File: config.mk
export PLATFORM = sky130hd
export DESIGN_NAME = sync_activity_monitor
export DESIGN_NICKNAME = d
export VERILOG_FILES = /design/src/rtl/sam_pkg.sv /design/src/rtl/sam_sync.sv /design/src/rtl/sam_tracker.sv /design/src/rtl/sam_pend.sv /design/src/rtl/sync_activity_monitor.sv
export SDC_FILE = /design/constraint.sdc
export NUM_CORES = 1
export LEC_CHECK = 0
export BUFFER_PORTS_ARGS = -buffer_cell sky130_fd_sc_hd__buf_2
export CAP_MARGIN = 20
export CORE_ASPECT_RATIO = 0.7
export CORE_MARGIN = 3
export CORE_UTILIZATION = 50
export CTS_CLUSTER_DIAMETER = 120
export DETAILED_ROUTE_END_ITERATION = 6
export PLACE_DENSITY = 0.76
export REMOVE_ABC_BUFFERS = 1
export SLEW_MARGIN = 20
export SYNTH_ARGS = -nofsm -noshare
export SYNTH_HDL_FRONTEND = slang
export SYNTH_SLANG_ARGS = --single-unit
File: constraint.sdc
create_clock -name clk -period 4.4 [get_ports clk]
set_clock_uncertainty 0.15 [all_clocks]
set_input_delay 0.66 -clock clk [delete_from_list [all_inputs] [get_ports clk]]
set_output_delay 0.66 -clock clk [all_outputs]
set_load 0.05 [all_outputs]
File: src/rtl/sam_pkg.sv
package sam_pkg;

    localparam int NUM_SRC = 4;

    typedef enum logic [1:0] {
        SRC_HSYNC  = 2'd0,
        SRC_VSYNC  = 2'd1,
        SRC_CS_VS  = 2'd2,
        SRC_SOG    = 2'd3
    } src_e;

    typedef logic [NUM_SRC-1:0] src_vec_t;

    // Per-source view produced by the front end
    typedef struct packed {
        logic level;
        logic toggled;
    } sync_view_t;

    function automatic logic any_enabled(input src_vec_t flags, input src_vec_t en);
        return |(flags & en);
    endfunction

endpackage

File: src/rtl/sam_sync.sv
module sam_sync
    import sam_pkg::*;
(
    input  logic       clk,
    input  logic       rst,
    input  src_vec_t   raw_in,
    output sync_view_t view [NUM_SRC]
);

    for (genvar g = 0; g < NUM_SRC; g++) begin : g_ch
        logic meta_q, stab_q, hist_q;

        always_ff @(posedge clk) begin
            if (rst) begin
                meta_q <= 1'b0;
                stab_q <= 1'b0;
                hist_q <= 1'b0;
            end else begin
                meta_q <= raw_in[g];
                stab_q <= meta_q;
                hist_q <= stab_q;
            end
        end

        always_comb begin
            view[g].level   = stab_q;
            view[g].toggled = stab_q ^ hist_q;
        end
    end

endmodule

File: src/rtl/sam_tracker.sv
module sam_tracker #(
    parameter int TMO_W = 16
) (
    input  logic             clk,
    input  logic             rst,
    input  logic             toggled,
    input  logic [TMO_W-1:0] window,
    output logic             alive
);

    logic [TMO_W-1:0] idle_cnt;
    logic [TMO_W:0]   next_cnt;
    logic             expire;

    always_comb begin
        next_cnt = {1'b0, idle_cnt} + 1'b1;
        expire   = next_cnt >= {1'b0, window};
    end

    always_ff @(posedge clk) begin
        if (rst) begin
            idle_cnt <= '0;
            alive    <= 1'b0;
        end else if (toggled) begin
            idle_cnt <= '0;
            alive    <= 1'b1;
        end else if (alive) begin
            if (expire) begin
                alive <= 1'b0;
            end else begin
                idle_cnt <= next_cnt[TMO_W-1:0];
            end
        end
    end

endmodule

File: src/rtl/sam_pend.sv
module sam_pend
    import sam_pkg::*;
(
    input  logic     clk,
    input  logic     rst,
    input  src_vec_t status,
    input  src_vec_t en,
    input  logic     clr,
    output src_vec_t flags,
    output src_vec_t changed,
    output logic     irq
);

    src_vec_t status_q;

    assign changed = status ^ status_q;

    always_ff @(posedge clk) begin
        if (rst) begin
            status_q <= '0;
            flags    <= '0;
        end else begin
            status_q <= status;
            // a change seen in the clearing cycle survives the clear
            flags    <= (clr ? '0 : flags) | changed;
        end
    end

    assign irq = any_enabled(flags, en);

endmodule

File: src/rtl/sync_activity_monitor.sv
module sync_activity_monitor
    import sam_pkg::*;
#(
    parameter int TMO_W = 16
) (
    input  logic             clk,
    input  logic             rst,
    input  logic [3:0]       sync_in,
    input  logic [TMO_W-1:0] timeout_cfg,
    input  logic [3:0]       irq_en,
    input  logic             clr_pend,
    output logic [3:0]       active,
    output logic [3:0]       pending,
    output logic             irq
);

    sync_view_t view [NUM_SRC];
    src_vec_t   edge_vec;
    src_vec_t   alive_vec;
    src_vec_t   chg_vec;

    sam_sync u_sync (
        .clk    (clk),
        .rst    (rst),
        .raw_in (sync_in),
        .view   (view)
    );

    for (genvar g = 0; g < NUM_SRC; g++) begin : g_trk
        assign edge_vec[g] = view[g].toggled;

        sam_tracker #(.TMO_W(TMO_W)) u_trk (
            .clk     (clk),
            .rst     (rst),
            .toggled (edge_vec[g]),
            .window  (timeout_cfg),
            .alive   (alive_vec[g])
        );
    end

    sam_pend u_pend (
        .clk     (clk),
        .rst     (rst),
        .status  (alive_vec),
        .en      (irq_en),
        .clr     (clr_pend),
        .flags   (pending),
        .changed (chg_vec),
        .irq     (irq)
    );

    assign active = alive_vec;

endmodule

-- Word level (Yosys, flattened, before mapping)
Index checks and enable logic that the tools add are counted.
- bits in latches: 0
- register bits after elaboration: 88
- bits of input ports: 27
- bits in read-only memories: 0
- RAM bits: 0
- output and inout bits: 9
- memories kept: 0
- word-level logic and storage cells: 63
- add/sub/neg operators: 4
- shifts and indexed selects: 0
- eq/ne operators: 0
- reduce and logical (&&, ||, !) cells: 9
- $mul: 0
- div/mod/pow operators: 0
- magnitude comparators: 4
- mux-type cells: 13
- bitwise operators: 11
- operators with widths (cell ; number):
    $add A16 B1 Y17 const B ; 4
    $ge A17 B16 Y1 ; 4
    $mux W1 ; 12
    $reduce_and A2 Y1 ; 4
    $reduce_or A2 Y1 ; 4
    $and A4 B4 Y4 ; 1
    $mux W4 ; 1
    $not A1 Y1 ; 4
    $or A4 B4 Y4 ; 1
    $reduce_or A4 Y1 ; 1
    $xor A1 B1 Y1 ; 4
    $xor A4 B4 Y4 ; 1

-- Depth between registers and ports, before layout
- depth after elaboration: 5
- depth in mapped cells: 15
- gate-level depth less buffers: 13

-- By module
A second synthesis with hierarchy kept.
- cell total of the unflattened synthesis: 754
- area, all modules: 6200.9 µm²
- by module, submodules not included (module ; cells an instance ; instances ; seq. area each (µm²) ; area each (µm²)):
    sam_tracker (g_trk[0].u_trk ...) ; 174 ; 2 ; 340.3 ; 1363.8
    sam_tracker (g_trk[3].u_trk) ; 174 ; 1 ; 340.3 ; 1373.8
    sam_tracker (g_trk[1].u_trk) ; 172 ; 1 ; 340.3 ; 1363.8
    sam_sync ; 33 ; 1 ; 240.2 ; 431.7
    sam_pend ; 27 ; 1 ; 160.2 ; 304.0

-- Worst setup path before layout
Ideal clock, no wire load.
- path type: reg-to-reg
- from: reg g_trk[2].u_trk.idle_cnt[0]
- to: reg g_trk[2].u_trk.idle_cnt[3]
- buffers on the path: 1
- library setup time: 0.116 ns
- setup slack: 1.091 ns
- period minus slack after synthesis: 3.309 ns
- data required time: 4.134 ns
- arrival: 3.043 ns
- cell stages (with the launch flop): 14
- cell sequence: dfxtp_1 -> ha_1 -> nand3_2 -> nor3_1 -> nand3_1 -> xnor2_1 -> ha_1 -> nand4_1 -> nor3_1 -> a221oi_1 -> and2_1 -> clkbuf_1 -> a31oi_1 -> a41o_2
- longest elaborated chain between the ends: 4
- ends and longest elaborated chain (item ; RTL line ; RTL):
    start, declared ; sam_tracker.sv:11 ; logic [TMO_W-1:0] idle_cnt;
    start signal, assigned ; sam_tracker.sv:31 ; idle_cnt <= next_cnt[TMO_W-1:0];
    $add A16 B1 Y17 ; sam_tracker.sv:16 ; next_cnt = {1'b0, idle_cnt} + 1'b1;
    net g_trk[2].u_trk.next_cnt[10] ; sam_tracker.sv:12 ; logic [TMO_W:0] next_cnt;
    $ge A17 B16 Y1 ; sam_tracker.sv:17 ; expire = next_cnt >= {1'b0, window};
    $not A1 Y1 (no line) ; n/a ;
    $reduce_and A2 Y1 (no line) ; n/a ;
The timed path passes the listed nets, and every way through them passes these cells.
A chain may end at the register's enable or synchronous reset.

-- Worst setup path in the final report
- from: reg g_trk[0].u_trk.idle_cnt[0]
- to: reg g_trk[0].u_trk.idle_cnt[5]
- longest elaborated chain between the ends: 4
- ends and longest elaborated chain (item ; RTL line):
    start, declared ; sam_tracker.sv:11
    start signal, assigned ; sam_tracker.sv:31
    $add A16 B1 Y17 ; sam_tracker.sv:16
    net g_trk[0].u_trk.next_cnt[14] ; sam_tracker.sv:12
    $ge A17 B16 Y1 ; sam_tracker.sv:17
    $not A1 Y1 (no line) ; n/a
    $reduce_and A2 Y1 (no line) ; n/a
The timed path passes the listed nets, and every way through them passes these cells.

==> flow_metrics.env <==
export IMPL_outcome="finished clean"
export IMPL_rsz0062_at_grt="no"
export IMPL_h_tree_depth=3
export IMPL_worstMarginPinSlew_ns=1.04
export IMPL_die_area_um2=13500
export IMPL_yosysSeqAreaShare=0.291
export IMPL_hold_depth=1
export IMPL_reg2reg_depth=12
export IMPL_numCtsBuffers=9
export IMPL_worst_slack_ns=0.379
export IMPL_grt_max_degree=33
export IMPL_path_max_fanout=17
export IMPL_drive_gt1_frac=0.100
export IMPL_synth_area_per_cell_um2=8.44
export IMPL_max_slew_margin=0.310
export IMPL_clock_sinks=88
export IMPL_vias=5595
export IMPL_final_cell_mix="88 x dfxtp_1, 73 x a21oi_1, 68 x ha_1, 50 x xnor2_1, 40 x nand2_1"
export IMPL_cts_tree="done"
export IMPL_hold_class="flip-flop to flip-flop"
export IMPL_cts_clk_slew_worst_paths_ns=0.06
export IMPL_final_hold_violation_count=0
export IMPL_async_flop_share=0
export IMPL_grt_overflow_total=0
export IMPL_min_period_ns=4.02
export IMPL_leakagePower_nw=2.67
export IMPL_synth_edf_count=0
export IMPL_hpwlAfterDp_mm=11.3
export IMPL_grt_pass1_wl_mm=25.3
export IMPL_path_delay_family="simple AND/OR/NAND/NOR gates"
export IMPL_worstPathArrival_ns=4.13
export IMPL_fmax_mhz=249
export IMPL_std_cell_rows=32
export IMPL_area_growth_pct=9.36
export IMPL_root_buffer="clkbuf_16"
export IMPL_finalPower_mw=1.84
export IMPL_synth_seq_cells=88
export IMPL_antennaDiodeCount=0
export IMPL_synth_flop_cell="dfxtp_1"
export IMPL_dr_pass1_iters=5
export IMPL_antenna_found_initial=0
export IMPL_die_y_um=98.1
export IMPL_powerDensity_nw_per_um2=278
export IMPL_io_pins=36
export IMPL_drv_cap=0
export IMPL_timing_critical_path_buf_inv=1
export IMPL_vias_per_cell=6.29
export IMPL_cp_end_kind="flip-flop"
export IMPL_crit_required_ns=4.51
export IMPL_cp_slowest_stage_delay_ns=0.47
export IMPL_layout_commonest_cell="dfxtp_1"
export IMPL_hold_ws_ns=0.286
export IMPL_clk_path_buf_depth=2
export IMPL_insertion_delay_ns=0.35
export IMPL_fin_setup_tns_ns=0
export IMPL_worst_setup_path_start_kind="flip-flop"
export IMPL_coreArea_um2=11400
export IMPL_peakVddDrop_uv=232
export IMPL_cts_hold_buf=0
export IMPL_syn_inst=718
export IMPL_yosysUniqueCellTypes=56
export IMPL_grt_pass1_vias=5309
export IMPL_netlist_area_um2=6060
export IMPL_synth_warnings=0
export IMPL_start_util=0.531
export IMPL_finish_utilization=0.580
export IMPL_crit_cells=12
export IMPL_wl_per_cell_um=17.3
export IMPL_crit_type="flip-flop to flip-flop"
export IMPL_place_ws_ns=0.523
export IMPL_postRouteWirelength_mm=15.4
export IMPL_period_share=0.914
export IMPL_portBuffers=35
export IMPL_worstPathCellList="ha_1 -> nand3_1 -> nor3_1 -> nand3_1 -> xnor2_1 -> ha_1 -> a21o_1 -> a21oi_1 -> nand4_1 -> buf_4 -> or4_1 -> a21oi_1"
export IMPL_track_usage=0.230
export IMPL_ctsResizeCount=0
export IMPL_crit_slowest_cell="nand4_1"
export IMPL_routabilityCongestion=0.890
export IMPL_drt_initial_drc_count=459
export IMPL_dieWidth_um=138
export IMPL_setup_viol=0
export IMPL_post_cts_setup_buffers=0
export IMPL_report_final_slew_viol_count=0
export IMPL_final_nets=829
export IMPL_antenna_left=0
export IMPL_drc=0
-- worst paths after layout --
check                                                   to                  startpoint  slack, ns
worst max-delay path            g_trk[0].u_trk.idle_cnt[5]  g_trk[0].u_trk.idle_cnt[0]       0.38
worst min-delay path                 u_sync.g_ch[3].stab_q       u_sync.g_ch[3].meta_q       0.29
worst max register to register  g_trk[0].u_trk.idle_cnt[5]  g_trk[0].u_trk.idle_cnt[0]       0.38
worst min register to register       u_sync.g_ch[3].stab_q       u_sync.g_ch[3].meta_q       0.29
-- flip-flops by register name, indices dropped and copies added (netlist names) --
| signal | cells |
|---|---|
| u_pend.flags | 4 |
| g_trk.u_trk.idle_cnt | 64 |
| u_pend.status_q | 4 |
| u_sync.g_ch.meta_q | 4 |
| u_sync.g_ch.hist_q | 4 |
| u_sync.g_ch.stab_q | 4 |
| g_trk.u_trk.alive | 4 |
-- through the flow --
step	instance area (um2)	std cells
floorplan	5880	680
global placement	6310	876
detailed placement	6310	876
CTS	6620	890
global route	6620	890
finish	6620	890
-- metal layers --
| metal | routed length, um | vias up | GRT usage |
|---|---|---|---|
| met5 | 0 | - | 0 |
| met4 | 350 | 0 | 0.0767 |
| met2 | 6840 | 174 | 0.349 |
| li1 | - | 2707 | - |
| met3 | 850 | 36 | 0.0561 |
| met1 | 7310 | 2678 | 0.321 |
-- power by group --
group | leakage [nW] | total, mW | switching (mW) | internal, mW
combinational | 1.81 | 0.194 | 0.134 | 0.0606
sequential | 0.713 | 0.826 | 0.0138 | 0.812
clock | 0.154 | 0.823 | 0.319 | 0.505
total | 2.67 | 1.84 | 0.466 | 1.38
-- Yosys cell counts (2+ instances only) --
library cell,number,area [um2]
buf_4,6,45.0
nor4_1,2,12.5
a41o_1,6,60.1
nand4_1,24,150
ha_1,68,851
a2111oi_0,2,17.5
nand3_1,33,165
nand2b_1,16,100
or2_2,3,18.8
o41a_1,2,22.5
a21oi_1,73,365
clkbuf_1,27,101
o21a_1,2,15.0
and3_1,14,87.6
and2_1,2,12.5
dfxtp_1,88,1760
nor2_1,28,105
o41ai_1,2,17.5
a21o_1,5,37.5
a211oi_1,4,30.0
a22oi_1,3,22.5
nor3_1,8,40.0
o21ai_0,26,130
and4_1,3,26.3
buf_2,3,15.0
or3_1,18,113
a41o_2,3,33.8
o31ai_1,33,248
or4_1,32,240
xnor2_1,50,438
nor2b_1,22,138
xor2_1,15,131
a31oi_1,8,50.1
o211ai_1,3,22.5
inv_1,23,86.3
nand3_2,2,20.0
nand2_1,40,150
-- cells by family after synthesis --
family | share of synthesized area
AO/OA/AOI/OAI | 0.191
XOR/XNOR | 0.0940
adder cells (fa/ha/maj) | 0.140
buffers and inverters | 0.0434
flip-flops | 0.291
multiplexers | 0.00165
AND/OR/NAND/NOR | 0.239
-- layout make-up --
| cell class | count | area [um2] |
|---|---|---|
| Timing Repair Buffer | 43 | 235 |
| Clock inverter | 4 | 70.1 |
| Multi-Input combinational cell | 569 | 4040 |
| Fill cell | 1021 | 4790 |
| Inverter | 23 | 86.3 |
| Sequential cell | 88 | 1760 |
| Tap cell | 153 | 191 |
| Clock buffer | 10 | 239 |
Note: power is estimated with default switching activity, not from simulation.
